`src/rtl/odt_pkg.sv`:
```
`timescale 1ns/1ps
// Shared types for the on-demand request handshake controller.
// Assumes: nothing beyond IEEE 1800-2017 enums.
package odt_pkg;

    // Kind of request decoded in the current cycle
    typedef enum logic [1:0] {
        REQ_NONE   = 2'd0,
        REQ_FORMAT = 2'd1,
        REQ_REPEAT = 2'd2,
        REQ_DIRECT = 2'd3
    } req_kind_e;

    // Phase of the bus grant sequence
    typedef enum logic [1:0] {
        SEQ_IDLE = 2'd0,
        SEQ_HOLD = 2'd1,
        SEQ_CAPT = 2'd2
    } seq_state_e;

endpackage

```
`src/rtl/odt_bus_seq.sv`:
```
`timescale 1ns/1ps
// Grant sequencer: on start it emits a one-cycle grant. It then waits, and
// releases the data bus (output enable low) for one capture cycle exactly
// REL_DELAY cycles after the grant, then returns to idle.
// Assumes: REL_DELAY >= 1; start is only honoured while idle.
module odt_bus_seq
    import odt_pkg::*;
#(
    parameter int REL_DELAY = 2
) (
    input  logic clk,
    input  logic rst_n,
    input  logic start_i,
    output logic idle_o,
    output logic capt_o,
    output logic grant_o,
    output logic bus_oe_o
);
    localparam int CNT_W = (REL_DELAY > 1) ? $clog2(REL_DELAY) : 1;
    localparam logic [CNT_W-1:0] LAST_HOLD = CNT_W'(REL_DELAY - 1);

    seq_state_e       state_q;
    logic [CNT_W-1:0] cnt_q;

    // Advance the grant / wait / capture sequence
    always_ff @(posedge clk) begin
        if (!rst_n) begin
            state_q <= SEQ_IDLE;
            cnt_q   <= '0;
        end else begin
            unique case (state_q)
                SEQ_IDLE: begin
                    if (start_i) begin
                        state_q <= SEQ_HOLD;
                        cnt_q   <= '0;
                    end
                end
                SEQ_HOLD: begin
                    if (cnt_q == LAST_HOLD) begin
                        state_q <= SEQ_CAPT;
                    end else begin
                        cnt_q <= cnt_q + 1'b1;
                    end
                end
                SEQ_CAPT: state_q <= SEQ_IDLE;
                default:  state_q <= SEQ_IDLE;
            endcase
        end
    end

    // Decode sequence phase into bus-side controls
    always_comb begin
        idle_o   = (state_q == SEQ_IDLE);
        capt_o   = (state_q == SEQ_CAPT);
        grant_o  = (state_q == SEQ_HOLD) && (cnt_q == '0);
        bus_oe_o = !capt_o;
    end

endmodule

```
`src/rtl/odt_req_decode.sv`:
```
`timescale 1ns/1ps
// Request classifier: tells the three request forms apart from the strobe
// combination and the sequence phase. In the capture cycle the strobe
// qualifies the bus word. Outside it, the strobe alone means a repeat, and
// the strobe plus a release request means a direct request.
// Assumes: inputs are synchronous to clk.
module odt_req_decode
    import odt_pkg::*;
(
    input  logic      idle_i,
    input  logic      capt_i,
    input  logic      rel_req_i,
    input  logic      stb_i,
    output req_kind_e kind_o,
    output logic      start_o
);
    // Classify the current cycle's strobes
    always_comb begin
        kind_o = REQ_NONE;
        if (capt_i) begin
            if (stb_i) kind_o = REQ_FORMAT;
        end else if (stb_i && rel_req_i) begin
            kind_o = REQ_DIRECT;
        end else if (stb_i) begin
            kind_o = REQ_REPEAT;
        end
    end

    // A new grant starts only from idle, for a request without a strobe
    always_comb begin
        start_o = idle_i && rel_req_i && !stb_i;
    end

endmodule

```
`src/rtl/odt_chan_out.sv`:
```
`timescale 1ns/1ps
// Channel output stage: picks the target channel for the decoded request and
// remembers the most recent one for repeats. It registers a one-hot pulse and
// keeps the last captured word.
// Assumes: NUM_CH is a power of two; the channel field is the low bits of the word.
module odt_chan_out
    import odt_pkg::*;
#(
    parameter int DATA_W    = 32,
    parameter int NUM_CH    = 4,
    parameter int DIRECT_CH = 2
) (
    input  logic              clk,
    input  logic              rst_n,
    input  req_kind_e         kind_i,
    input  logic [DATA_W-1:0] data_i,
    output logic [NUM_CH-1:0] chan_req_o,
    output logic [DATA_W-1:0] req_word_o
);
    localparam int CH_W = (NUM_CH > 1) ? $clog2(NUM_CH) : 1;

    logic [CH_W-1:0]   last_q;
    logic              last_v_q;
    logic [CH_W-1:0]   sel;
    logic              fire;
    logic              remember;
    logic [NUM_CH-1:0] onehot;
    logic [NUM_CH-1:0] pulse_q;
    logic [DATA_W-1:0] word_q;

    // Choose target channel and whether a pulse is due
    always_comb begin
        sel      = last_q;
        fire     = 1'b0;
        remember = 1'b0;
        unique case (kind_i)
            REQ_FORMAT: begin
                sel      = data_i[CH_W-1:0];
                fire     = 1'b1;
                remember = 1'b1;
            end
            REQ_DIRECT: begin
                sel      = CH_W'(DIRECT_CH);
                fire     = 1'b1;
                remember = 1'b1;
            end
            REQ_REPEAT: fire = last_v_q;
            default:    fire = 1'b0;
        endcase
    end

    for (genvar g = 0; g < NUM_CH; g++) begin : g_onehot
        assign onehot[g] = fire && (sel == CH_W'(g));
    end

    // Register pulse, captured word and remembered channel
    always_ff @(posedge clk) begin
        if (!rst_n) begin
            pulse_q  <= '0;
            word_q   <= '0;
            last_q   <= '0;
            last_v_q <= 1'b0;
        end else begin
            pulse_q <= onehot;
            if (kind_i == REQ_FORMAT) word_q <= data_i;
            if (remember) begin
                last_q   <= sel;
                last_v_q <= 1'b1;
            end
        end
    end

    assign chan_req_o = pulse_q;
    assign req_word_o = word_q;

endmodule

```
`src/rtl/odt_req_ctrl.sv`:
```
`timescale 1ns/1ps
// On-demand DMA request handshake controller (top). It grants the shared
// data bus to an external requester, releases it for one capture cycle,
// and turns format, repeat and direct requests into channel pulses.
// Assumes: all inputs synchronous to clk; the data-bus tri-state buffer
// sits outside and is steered by bus_oe_o.
module odt_req_ctrl
    import odt_pkg::*;
#(
    parameter int DATA_W    = 32,
    parameter int NUM_CH    = 4,
    parameter int DIRECT_CH = 2,
    parameter int REL_DELAY = 2
) (
    input  logic              clk,
    input  logic              rst_n,
    input  logic              bus_rel_req_i,
    input  logic              xfer_stb_i,
    input  logic [DATA_W-1:0] bus_data_i,
    output logic              bus_grant_o,
    output logic              bus_oe_o,
    output logic [NUM_CH-1:0] chan_req_o,
    output logic [DATA_W-1:0] req_word_o
);
    logic      seq_idle;
    logic      seq_capt;
    logic      seq_start;
    req_kind_e kind;

    odt_bus_seq #(.REL_DELAY(REL_DELAY)) i_seq (
        .clk      (clk),
        .rst_n    (rst_n),
        .start_i  (seq_start),
        .idle_o   (seq_idle),
        .capt_o   (seq_capt),
        .grant_o  (bus_grant_o),
        .bus_oe_o (bus_oe_o)
    );

    odt_req_decode i_dec (
        .idle_i    (seq_idle),
        .capt_i    (seq_capt),
        .rel_req_i (bus_rel_req_i),
        .stb_i     (xfer_stb_i),
        .kind_o    (kind),
        .start_o   (seq_start)
    );

    odt_chan_out #(
        .DATA_W    (DATA_W),
        .NUM_CH    (NUM_CH),
        .DIRECT_CH (DIRECT_CH)
    ) i_out (
        .clk        (clk),
        .rst_n      (rst_n),
        .kind_i     (kind),
        .data_i     (bus_data_i),
        .chan_req_o (chan_req_o),
        .req_word_o (req_word_o)
    );

endmodule

```
`config.mk`:
```
export PLATFORM = sky130hd
export DESIGN_NAME = odt_req_ctrl
export DESIGN_NICKNAME = d
export VERILOG_FILES = /design/src/rtl/odt_pkg.sv /design/src/rtl/odt_bus_seq.sv /design/src/rtl/odt_req_decode.sv /design/src/rtl/odt_chan_out.sv /design/src/rtl/odt_req_ctrl.sv
export SDC_FILE = /design/constraint.sdc
export NUM_CORES = 1
export LEC_CHECK = 0
export ABC_AREA = 1
export BUFFER_PORTS_ARGS = -buffer_cell sky130_fd_sc_hd__buf_4
export CAP_MARGIN = 40
export CORE_MARGIN = 4
export CORE_UTILIZATION = 47
export DETAILED_ROUTE_END_ITERATION = 7
export GPL_ROUTABILITY_DRIVEN = 0
export PLACE_DENSITY = 0.82
export SLEW_MARGIN = 10
export SYNTH_ARGS = -nofsm -noshare
export SYNTH_HDL_FRONTEND = slang
export SYNTH_SLANG_ARGS = --single-unit
```
`constraint.sdc`:
```
create_clock -name clk -period 3.1 [get_ports clk]
set_input_delay 0.31 -clock clk [delete_from_list [all_inputs] [get_ports clk]]
set_output_delay 0.31 -clock clk [all_outputs]
set_load 0.02 [all_outputs]
```
==> results.txt <==
* Detail Route Antenna Nets: 0
* Status: complete, no violations
- Number of CTS-inserted buffers: 5
- Hold path start: bus_data_i[24]
* Count of warnings emitted by yosys: 0
* Reg-to-reg slack, setup: between 1 and 1.5 ns
- For the worst setup path, the data required time is 3.37 ns.
- Clock tree root buffer cell: sky130_fd_sc_hd__clkbuf_4
- Largest vdd supply drop: just under 0.3 mV
- R2r worst-path depth: 7
- Placed Area: roughly 2000 µm²
* Share of layout cells above drive strength 1: 32.2%
- Worst rel slew slack: between 60 and 70%
* Crit path DAT: roughly 2.1 ns
- Final antenna diode count: 0
* Drt pass-1 iters: 4
- Maximum clock insertion buffer count: 2
* Static Leak: approximately 0.92 nW
- Critical setup path kind: flop to flop
- In the post-synthesis netlist, the biggest area contributors are sky130_fd_sc_hd__dfxtp_1, sky130_fd_sc_hd__nand2_1, sky130_fd_sc_hd__a21oi_1, sky130_fd_sc_hd__nor2_1, sky130_fd_sc_hd__inv_1.
- Vias in the first global route: approximately 1300
- The first global-routing pass estimated around 5.8 mm of wire.
- In this run, post-CTS repair resized a total of 0 instances.
* Destination of the worst register-to-register timing path: i_out.chan_req_o[1]
- Worst hold-check path type: primary input to flop
- In this run the power density over the cells is roughly 420 nW/µm².
* Die Y-Extent: approximately 64 µm
- Cell row count: 19
* Cell type with the largest total area after synthesis: sky130_fd_sc_hd__dfxtp_1
- Final Critical Period: ~1.8 ns
- Post-synth cell types: 14
- Number of setup buffers added after CTS: 0
- Setup violations remaining at the end of the flow were counted as 0.
- Dividing the detail-routed via count by the number of cells gives around 4.9.
- Dividing the final minimum period by the clock period gives ~59%.
* Number of design rule violations left after detail routing: 0
* Die boundary width: around 64 µm
- HPWL after DPL: 2.53 mm
- I/O pin count: 74
- Clock latency of the later-clocked register in the worst-skew pair: around 0.33 ns
- Clock-pin slew was measured on the worst setup and hold paths at between 0.1 and 0.15 ns.
- Starting DRT DRC Count: 90
* Number of pins exceeding their max-slew limit in the final report: 0
- Hold Buf Count CTS: 0
* Largest net degree at the start of global routing: 37
- Core box area: ~2900 µm²
- Synthesized area per cell: 7.86 µm²
- Design area: just over 2000 µm²
- Total vias in the final route: 1414
* Overflow after GRT: 0
- After routing, the total negative slack on setup checks comes to 0 ns.
* End-of-flow core utilization: 72.7%
* Routed wire length: approximately 3.5 mm
- The synthesized design devotes to its leading area cell type around 57% of total area.
* Htree depth: 2
* Count of input and output buffers: between 70 and 80
- Tracing the worst setup path back leads to its startpoint at i_seq.state_q[0].
- Setup repair after global routing left no endpoint under its margin.
- TritonCTS built the clock tree.
- All-layer global routing usage: between 15 and 20%
- R2R Path Start: i_seq.state_q[0]
- # Max-Cap Violations: 0
- STA classifies the critical path endpoint as a flop.
- Number of nets in the finished design: just under 300
- From synthesis to final layout, the design area changed by 41.7%.
* Final worst clock skew: about 0.0076 ns
- The number of nets handed over by synthesis was between 200 and 250.
- At the pin with the least slew margin, the transition time is 0.531 ns.
- Capturing instance or port of the critical path: i_out.chan_req_o[1]
- After synthesis the cells add up to roughly 1500 µm².
* Number of antenna violations at the first check in global routing: 0
- The initial utilization of the core area, before any placement, comes to roughly half.
* Cells after synthesis: approximately 190
* Highest achievable clock rate: 544 MHz
* Count of final hold-check violations: 0
* # clock sinks: between 40 and 50
- Die Footprint: between 4000 and 5000 µm²
* Share of synthesized area occupied by flip-flops and latches: 57.5%
- Drt wl/cell: roughly 12 µm
* Critical path launch point type: flop
- Count of state elements after synthesis: between 40 and 50
- In this run the worst path has a maximum fanout of 36.
## state kept, by name, indices dropped and copies added (netlist names)
name and cells:
i_out.last_v_q 1, i_seq.cnt_q 1, i_out.last_q 2, i_seq.state_q 2, i_out.req_word_o 32, i_out.chan_req_o 4
## power by group
part           internal [mW]  switching [mW]  total, mW  leakage [nW]
sequential             0.546         0.00269      0.549         0.339
clock                 0.0857           0.153      0.239        0.0254
combinational         0.0417          0.0335     0.0752         0.557
## per-stage QoR
| step | worst slack [ns] | hold slack (ns) | instances | total power [mW] |
|---|---|---|---|---|
| floorplan | 2.08 | 0.430 | 186 | 0.587 |
| global placement | 1.31 | 0.444 | 281 | 0.632 |
| detailed placement | 1.27 | 0.451 | 282 | 0.637 |
| CTS | 1.25 | 0.214 | 289 | 0.869 |
| global route | 1.02 | 0.201 | 289 | 0.908 |
| finish | 1.26 | 0.219 | 289 | 0.862 |
## cells in the mapped netlist
cell                       instances
sky130_fd_sc_hd__inv_1             8
sky130_fd_sc_hd__clkinv_1          1
sky130_fd_sc_hd__nand3b_1          1
sky130_fd_sc_hd__inv_2             2
sky130_fd_sc_hd__nand2_1          75
sky130_fd_sc_hd__nor2_2            1
sky130_fd_sc_hd__nor2_1            9
sky130_fd_sc_hd__buf_2             3
sky130_fd_sc_hd__dfxtp_1          42
sky130_fd_sc_hd__a21oi_1          33
sky130_fd_sc_hd__clkbuf_1          3
sky130_fd_sc_hd__nand3_1           4
sky130_fd_sc_hd__buf_4             3
sky130_fd_sc_hd__nand3_4           1
## per-layer routing
metal | vias up | GRT usage [%] | part of all wire [%]
li1 | 726 | - | -
met1 | 620 | 22.1 | 44
met2 | 63 | 27.9 | 46
met3 | 5 | 6.30 | 9.2
met4 | 0 | 5.66 | 0.93
met5 | - | 0 | 0
## cell type report
class	instances	area [µm²]
sequential	42	841
fill	265	779
timing repair buffer	74	576
multi-input combinational	124	532
clock buffer	7	45.0
inverter	11	41.3
tap	31	38.8
## layout by cell type, fill, tap and decap left out
| master | Yosys | layout |
|---|---|---|
| sky130_fd_sc_hd__nand2_1 | 75 | 75 |
| sky130_fd_sc_hd__buf_4 | 3 | 73 |
| sky130_fd_sc_hd__dfxtp_1 | 42 | 42 |
| sky130_fd_sc_hd__a21oi_1 | 33 | 33 |
| sky130_fd_sc_hd__nor2_1 | 9 | 9 |
| sky130_fd_sc_hd__inv_1 | 8 | 8 |
| sky130_fd_sc_hd__clkbuf_4 | 0 | 5 |
| sky130_fd_sc_hd__nand3_1 | 4 | 4 |
| sky130_fd_sc_hd__inv_2 | 2 | 2 |
| sky130_fd_sc_hd__clkbuf_1 | 3 | 2 |
| sky130_fd_sc_hd__nand3_4 | 1 | 1 |
| sky130_fd_sc_hd__clkinv_1 | 1 | 1 |
| sky130_fd_sc_hd__nor2_2 | 1 | 1 |
| sky130_fd_sc_hd__nand3b_1 | 1 | 1 |
| sky130_fd_sc_hd__buf_16 | 0 | 1 |
## worst max-delay path, cell delays in order, from the launching register on
cell and delay (ns):
sky130_fd_sc_hd__dfxtp_1 0.33, sky130_fd_sc_hd__inv_1 0.11, sky130_fd_sc_hd__nand3_4 0.34, sky130_fd_sc_hd__inv_2 0.56, sky130_fd_sc_hd__nand2_1 0.13, sky130_fd_sc_hd__nand2_1 0.14
sky130_fd_sc_hd__inv_2 0.05, sky130_fd_sc_hd__nor2_1 0.11
## logic make-up after synthesis
family,count (synthesis),share of synthesized area (%)
buffers and inverters,20,6.16
AOI/OAI and AO/OA,33,11.3
and+or+nand+nor,91,25.1
DFF,42,57.5
## how the worst min path moves through the flow
stage,to,slack [ns],cells past startpoint
floorplan,i_seq.state_q[1],0.43,2
global placement,i_seq.state_q[1],0.44,2
detailed placement,i_seq.state_q[1],0.45,2
CTS,i_out.req_word_o[8],0.21,3
global route,i_out.req_word_o[24],0.20,3
finish,i_out.req_word_o[24],0.22,3
Note: power is estimated with default switching activity, not from simulation.
